`config.mk`:
```
export PLATFORM = sky130hd
export DESIGN_NAME = acc_cpu
export DESIGN_NICKNAME = d
export VERILOG_FILES = /design/src/rtl/acc_cpu_pkg.sv /design/src/rtl/acc_cpu_alu.sv /design/src/rtl/acc_cpu_seq.sv /design/src/rtl/acc_cpu.sv
export SDC_FILE = /design/constraint.sdc
export NUM_CORES = 1
export LEC_CHECK = 0
export BUFFER_PORTS_ARGS = -buffer_cell sky130_fd_sc_hd__buf_2
export CAP_MARGIN = 20
export CORE_MARGIN = 5
export CORE_UTILIZATION = 31
export CTS_BUF_LIST = sky130_fd_sc_hd__clkbuf_4 sky130_fd_sc_hd__clkbuf_8 sky130_fd_sc_hd__clkbuf_16
export DETAILED_ROUTE_END_ITERATION = 8
export PLACE_DENSITY = 0.57
export SLEW_MARGIN = 20
export SYNTH_ARGS = -nofsm -noshare
export SYNTH_HDL_FRONTEND = slang
export SYNTH_SLANG_ARGS = --single-unit
export TNS_END_PERCENT = 50
```
`constraint.sdc`:
```
create_clock -name clk -period 3 [get_ports clk]
set_input_delay 0.6 -clock clk [delete_from_list [all_inputs] [get_ports clk]]
set_output_delay 0.6 -clock clk [all_outputs]
set_load 0.05 [all_outputs]
```
`src/rtl/acc_cpu_pkg.sv`:
```
package acc_cpu_pkg;

   localparam int OPC_BITS = 4;
   localparam int PSW_BITS = 5;

   localparam int PSW_Z   = 0;
   localparam int PSW_N   = 1;
   localparam int PSW_V   = 2;
   localparam int PSW_IE  = 3;
   localparam int PSW_SUP = 4;

   localparam logic [OPC_BITS-1:0] OP_LOAD  = 4'h1;
   localparam logic [OPC_BITS-1:0] OP_STORE = 4'h2;
   localparam logic [OPC_BITS-1:0] OP_ADD   = 4'h5;
   localparam logic [OPC_BITS-1:0] OP_EI    = 4'h6;
   localparam logic [OPC_BITS-1:0] OP_DI    = 4'h7;
   localparam logic [OPC_BITS-1:0] OP_RET   = 4'hE;
   localparam logic [OPC_BITS-1:0] OP_HALT  = 4'hF;

   typedef enum logic [3:0] {
      S_FADDR,   // present PC to the address latch
      S_FWAIT,   // read strobe on the port
      S_FLATCH,  // capture instruction, advance PC
      S_DECODE,  // launch operand access
      S_RWAIT,   // operand read strobe on the port
      S_RLATCH,  // operand arrives, update AC and flags
      S_WWAIT,   // store strobe on the port
      S_ICHECK,  // sample interrupt request
      S_IPUSH,   // second push, vector
      S_PWAIT1,  // pop PC strobe
      S_PPC,     // capture PC, launch status pop
      S_PWAIT2,  // pop status strobe
      S_PPSW,    // capture status
      S_HALT
   } cpu_state_t;

endpackage

```
`src/rtl/acc_cpu_alu.sv`:
```
module acc_cpu_alu #(
   parameter int DATA_W = 16
) (
   input  logic              is_add,
   input  logic [DATA_W-1:0] acc_in,
   input  logic [DATA_W-1:0] operand,
   input  logic              v_in,
   output logic [DATA_W-1:0] result,
   output logic              z_out,
   output logic              n_out,
   output logic              v_out
);
   localparam int MSB = DATA_W - 1;

   logic [DATA_W-1:0] sum;

   always_comb begin
      sum    = acc_in + operand;
      result = is_add ? sum : operand;
      z_out  = (result == '0);
      n_out  = result[MSB];
      if (is_add)
         v_out = (acc_in[MSB] == operand[MSB]) && (sum[MSB] != acc_in[MSB]);
      else
         v_out = v_in;
   end

endmodule

```
`src/rtl/acc_cpu_seq.sv`:
```
module acc_cpu_seq
   import acc_cpu_pkg::*;
#(
   parameter int OPC_W = 4
) (
   input  logic             clk,
   input  logic             rst_n,
   input  logic [OPC_W-1:0] opc,
   input  logic             irq,
   input  logic             ie,
   output cpu_state_t       state
);
   cpu_state_t nxt;

   always_comb begin
      nxt = state;
      unique case (state)
         S_FADDR:  nxt = S_FWAIT;
         S_FWAIT:  nxt = S_FLATCH;
         S_FLATCH: nxt = S_DECODE;
         S_DECODE: begin
            case (opc)
               OP_LOAD, OP_ADD: nxt = S_RWAIT;
               OP_STORE:        nxt = S_WWAIT;
               OP_RET:          nxt = S_PWAIT1;
               OP_HALT:         nxt = S_HALT;
               default:         nxt = S_ICHECK;
            endcase
         end
         S_RWAIT:  nxt = S_RLATCH;
         S_RLATCH: nxt = S_ICHECK;
         S_WWAIT:  nxt = S_ICHECK;
         S_ICHECK: nxt = (irq && ie) ? S_IPUSH : S_FADDR;
         S_IPUSH:  nxt = S_FADDR;
         S_PWAIT1: nxt = S_PPC;
         S_PPC:    nxt = S_PWAIT2;
         S_PWAIT2: nxt = S_PPSW;
         S_PPSW:   nxt = S_ICHECK;
         S_HALT:   nxt = S_HALT;
         default:  nxt = S_FADDR;
      endcase
   end

   always_ff @(posedge clk) begin
      if (!rst_n) state <= S_FADDR;
      else        state <= nxt;
   end

endmodule

```
`src/rtl/acc_cpu.sv`:
```
module acc_cpu
   import acc_cpu_pkg::*;
#(
   parameter int               DATA_W    = 16,
   parameter int               ADDR_W    = 12,
   parameter logic [ADDR_W-1:0] RESET_PC  = 12'h300,
   parameter logic [ADDR_W-1:0] STACK_TOP = 12'hFFF,
   parameter logic [ADDR_W-1:0] VECTOR    = 12'h010
) (
   input  logic                clk,
   input  logic                rst_n,
   output logic [ADDR_W-1:0]   mem_addr,
   output logic                mem_re,
   output logic                mem_we,
   output logic [DATA_W-1:0]   mem_wdata,
   input  logic [DATA_W-1:0]   mem_rdata,
   input  logic                irq,
   output logic                irq_ack,
   output logic                halted,
   output logic [ADDR_W-1:0]   pc_o,
   output logic [DATA_W-1:0]   acc_o,
   output logic [PSW_BITS-1:0] psw_o
);
   localparam int OPC_W = DATA_W - ADDR_W;
   localparam int PAD_S = DATA_W - PSW_BITS;

   if (OPC_W != OPC_BITS) begin : g_bad_split
      $error("acc_cpu: DATA_W - ADDR_W must equal the opcode width");
   end
   if (DATA_W < PSW_BITS + 1) begin : g_bad_width
      $error("acc_cpu: DATA_W too narrow to hold the status word");
   end

   cpu_state_t          state;
   logic [ADDR_W-1:0]   pc, mar, sp;
   logic [DATA_W-1:0]   ir, mbr, ac;
   logic [PSW_BITS-1:0] psw;
   logic                re_q, we_q, ack_q;
   logic [OPC_W-1:0]    opc;
   logic [ADDR_W-1:0]   opaddr;
   logic                take_irq;

   logic [DATA_W-1:0]   alu_res;
   logic                alu_z, alu_n, alu_v;

   assign opc      = ir[DATA_W-1:ADDR_W];
   assign opaddr   = ir[ADDR_W-1:0];
   assign take_irq = (state == S_ICHECK) && irq && psw[PSW_IE];

   acc_cpu_seq #(.OPC_W(OPC_W)) u_seq (
      .clk   (clk),
      .rst_n (rst_n),
      .opc   (opc),
      .irq   (irq),
      .ie    (psw[PSW_IE]),
      .state (state)
   );

   acc_cpu_alu #(.DATA_W(DATA_W)) u_alu (
      .is_add  (opc == OP_ADD),
      .acc_in  (ac),
      .operand (mem_rdata),
      .v_in    (psw[PSW_V]),
      .result  (alu_res),
      .z_out   (alu_z),
      .n_out   (alu_n),
      .v_out   (alu_v)
   );

   always_ff @(posedge clk) begin
      if (!rst_n) begin
         pc    <= RESET_PC;
         sp    <= STACK_TOP;
         mar   <= '0;
         mbr   <= '0;
         ir    <= '0;
         ac    <= '0;
         psw   <= '0;
         re_q  <= 1'b0;
         we_q  <= 1'b0;
         ack_q <= 1'b0;
      end else begin
         re_q  <= 1'b0;
         we_q  <= 1'b0;
         ack_q <= 1'b0;
         case (state)
            S_FADDR: begin
               mar  <= pc;
               re_q <= 1'b1;
            end
            S_FLATCH: begin
               ir  <= mem_rdata;
               mbr <= mem_rdata;
               pc  <= pc + 1'b1;
            end
            S_DECODE: begin
               case (opc)
                  OP_LOAD, OP_ADD: begin
                     mar  <= opaddr;
                     re_q <= 1'b1;
                  end
                  OP_STORE: begin
                     mar  <= opaddr;
                     mbr  <= ac;
                     we_q <= 1'b1;
                  end
                  OP_RET: begin
                     mar  <= sp + 1'b1;
                     re_q <= 1'b1;
                  end
                  OP_EI: psw[PSW_IE] <= 1'b1;
                  OP_DI: psw[PSW_IE] <= 1'b0;
                  default: ;
               endcase
            end
            S_RLATCH: begin
               mbr        <= mem_rdata;
               ac         <= alu_res;
               psw[PSW_Z] <= alu_z;
               psw[PSW_N] <= alu_n;
               psw[PSW_V] <= alu_v;
            end
            S_ICHECK: begin
               if (take_irq) begin
                  mar   <= sp;
                  mbr   <= {{PAD_S{1'b0}}, psw};
                  we_q  <= 1'b1;
                  sp    <= sp - 1'b1;
                  ack_q <= 1'b1;
               end
            end
            S_IPUSH: begin
               mar          <= sp;
               mbr          <= {{OPC_W{1'b0}}, pc};
               we_q         <= 1'b1;
               sp           <= sp - 1'b1;
               pc           <= VECTOR;
               psw[PSW_IE]  <= 1'b0;
               psw[PSW_SUP] <= 1'b1;
            end
            S_PPC: begin
               pc   <= mem_rdata[ADDR_W-1:0];
               mar  <= sp + 2'd2;
               re_q <= 1'b1;
               sp   <= sp + 1'b1;
            end
            S_PPSW: begin
               psw <= mem_rdata[PSW_BITS-1:0];
               sp  <= sp + 1'b1;
            end
            default: ;
         endcase
      end
   end

   assign mem_addr  = mar;
   assign mem_re    = re_q;
   assign mem_we    = we_q;
   assign mem_wdata = mbr;
   assign irq_ack   = ack_q;
   assign halted    = (state == S_HALT);
   assign pc_o      = pc;
   assign acc_o     = ac;
   assign psw_o     = psw;

endmodule

```
==> impl_results.md <==
- Finished Cell Area: ~0.007 mm²
- Pin count of the biggest net entering global routing: 35
- Post-synthesis cell type count: 67
- Main combinational cell family by area after synthesis: compound AO/OA/AOI/OAI gates
- Hold Path Class: reg -> reg
- Post-Synth Adder-Cell Area: 0.0484
- Placed cell area: 0.00665 mm²
- Worst slew pin tran: roughly 800 ps
- Area of the core: around 0.019 mm²
- Gr usage total: 0.186
- Power, Total: between 4 and 5 mW
- #FFs+latches synth: between 90 and 100
- Cell area after synthesis: approximately 0.006 mm²
- Maximum vdd drop: 0.257 mV
- Worst-case clock buffer depth: 2
- Critical Path AT: 2950 ps
- Clock skew: 9.84 ps
- Dpl cells: 1081
- Xor/xnor cell area share of the yosys netlist: 0.0390
- Slew Limit Fails: 0
- Final cycle utilization of the critical path: 0.888
- Leak Pwr: 2.86 nW
- Final-stage net count: roughly 900
- I/O Buffers: 83
- Final Critical Period: about 2700 ps
- Starting density of the core: 0.313
- Compound-gate portion of the synthesized area: 0.283
- DR vias: between 6k and 7k
- Clk sinks: 96
- Max Cap Viol: 0
- Reg clk slew, reported paths: around 70 ps
- Row count: 50
- RD Place Congestion: 0.888
- Vias per cell: between 5 and 6
- Routed Antenna Nets: 0
- Rel. slew slack: 0.467
- Outcome: completed
- First-pass GRT wire length: around 32000 µm
- Mapped Nets: just over 800
- Proportion of layout cells with a drive suffix above 1: 0.183
- Worst setup EP type: flop
- Synth area leaders: dfxtp_1 (33%), nand2_1 (7.3%), a21oi_1 (6.3%)
- Ys flop type: dfxtp_1
- Req. time, crit path: approximately 3300 ps
- Postcts setup bufs: 0
- Mapped Avg Cell Area: roughly 7.6 µm²
- # IOs: between 80 and 90
- Worst skew pair latency: about 360 ps
- Post-synthesis sequential area ratio: 0.329
- Yosys warnings: 0
- Hold slack: about 460 ps
- DR iter-0 viols: 683
- Async S/R FF share, synth: 0
- Initial antenna violation count: 0
- # DRC: 0
- H-tree levels: 3
- RSZ-0062 raised after global routing: no
- Mux cell area share after synthesis: 0.0173
- First-pass DRT Iterations: 7
- Gate count after technology mapping: roughly 770
- Startpoint types: flop
- Max Fanout on Critical Path: 4
- Clock Tree Root: clkbuf_16
- Max frequency: between 300 and 400 MHz
- Final wirelength: slightly above 20000 µm
- Setup TNS: 0 ps
- EDFF count, synth: 0
- DIE HEIGHT: about 150 µm
- Area Growth Syn to Fin: 19.7%
- Crit Path Category: reg -> reg
- Post-DP HPWL: around 16000 µm
- R2R Setup Slk: between 300 and 400 ps
- PostCTS Resize Cnt: 0
- Hold_buf cts: 0
- Layout fillers: roughly 2k
- PwrDens: 620 mW/mm²
- Final setup fails: 0
- Die ar.: approximately 0.022 mm²
- WL/cell: 18.8 µm
- Die width: about 150 µm
- Post-Layout Cell Count: ~1.1k
- Post-synth top area cell: dfxtp_1
- Simple-Gate Fraction of Synth Area: 0.231
- Final hold violations: 0
- Synth top area share: 0.329
- CTS tree: yes
- CTS buffer count: 9
- Remaining Overflow, GRT: 0
- Number of global-route vias before repair: ~5.8k
[layout by cell type, fill, tap and decap left out, types with 14 or more instances in the layout]
| cell type | Yosys | layout |
|---|---|---|
| a222oi_1 | 16 | 16 |
| nand2_1 | 113 | 113 |
| a21oi_1 | 74 | 74 |
| ha_1 | 21 | 21 |
| nand3_1 | 27 | 27 |
| o21ai_0 | 46 | 46 |
| buf_2 | 10 | 83 |
| buf_4 | 2 | 47 |
| a211oi_1 | 19 | 19 |
| nor2_1 | 85 | 85 |
| dfxtp_1 | 96 | 96 |
| a31oi_1 | 14 | 14 |
| nor3_1 | 24 | 24 |
[power by group]
| group | switching, mW | total [mW] | leakage (nW) | internal, mW |
|---|---|---|---|---|
| clock network | 0.525 | 1.35 | 0.166 | 0.822 |
| logic | 1.01 | 1.42 | 1.91 | 0.410 |
| registers | 0.138 | 1.57 | 0.782 | 1.43 |
[worst max-delay path, stage by stage (launching register included)]
cell,delay [ps]
dfxtp_1,400
ha_1,210
inv_1,60
fa_1,400
nor2b_1,170
o31a_1,160
buf_4,120
a211oi_1,40
a21oi_1,160
nor4bb_1,330
o2111a_1,250
nand4_1,120
o31ai_2,180
[worst paths after layout]
check | from | endpoint | cells past startpoint
max | acc_o[0] | psw_o[0] | 12
min | ir[4] | ir[4] | 2
max reg2reg | acc_o[0] | psw_o[0] | 12
min reg2reg | ir[4] | ir[4] | 2
[synth_stat cells, types with 7 or more instances]
master    count
nand2_1     113
dfxtp_1      96
nor2_1       85
a21oi_1      74
o21ai_0      46
clkbuf_1     40
nand3_1      27
nor3_1       24
ha_1         21
a211oi_1     19
a222oi_1     16
a31oi_1      14
a311oi_1     13
inv_1        13
xnor2_1      13
xor2_1       13
buf_2        10
or3_1        10
mux2i_1       9
a221oi_1      8
and2_1        7
[logic make-up (layout without fill, tap and decap cells)]
kind of cell,Yosys count,count (layout)
AOI/OAI and AO/OA,247,247
xor gates and xnor gates,26,26
adders and majority gates,22,22
buffers and inverters,71,160
DFF,96,96
muxes,10,10
other,0,1
and+or+nand+nor,302,302
[stage by stage]
stage               utilization  worst slack (ps)
floorplan                     -               170
global placement          0.357             -7.78
detailed placement        0.357             -37.4
CTS                       0.375               338
global route              0.375               136
finish                    0.375               336
[layer usage]
layer / wire length [µm] / up-vias / global-route usage
met5: 0 / - / 0
met4: 434 / 0 / 0.0634
met3: 1420 / 29 / 0.0330
met2: 9250 / 249 / 0.288
met1: 9520 / 2927 / 0.262
li1: - / 3006 / -
[layout make-up]
type | count | area (µm²) | share of cell area
Antenna cell | 1 | 2.50 | 0.000358
Clock buffer | 10 | 233 | 0.0333
Clock inverter | 6 | 108 | 0.0154
Inverter | 14 | 52.6 | 0.00751
Multi-Input combinational cell | 607 | 3620 | 0.517
Sequential cell | 96 | 1920 | 0.275
Tap cell | 234 | 293 | 0.0419
Timing Repair Buffer | 130 | 768 | 0.110
[sequential cells by signal, indices dropped and copies added, names as in the netlist]
signal and flops:
irq_ack 1, mem_we 1, pc_o 12, mem_re 1, sp 12, acc_o 16
ir 16, u_seq.state 4, mem_wdata 16, mem_addr 12, psw_o 5
Note: power is estimated with default switching activity, not from simulation.
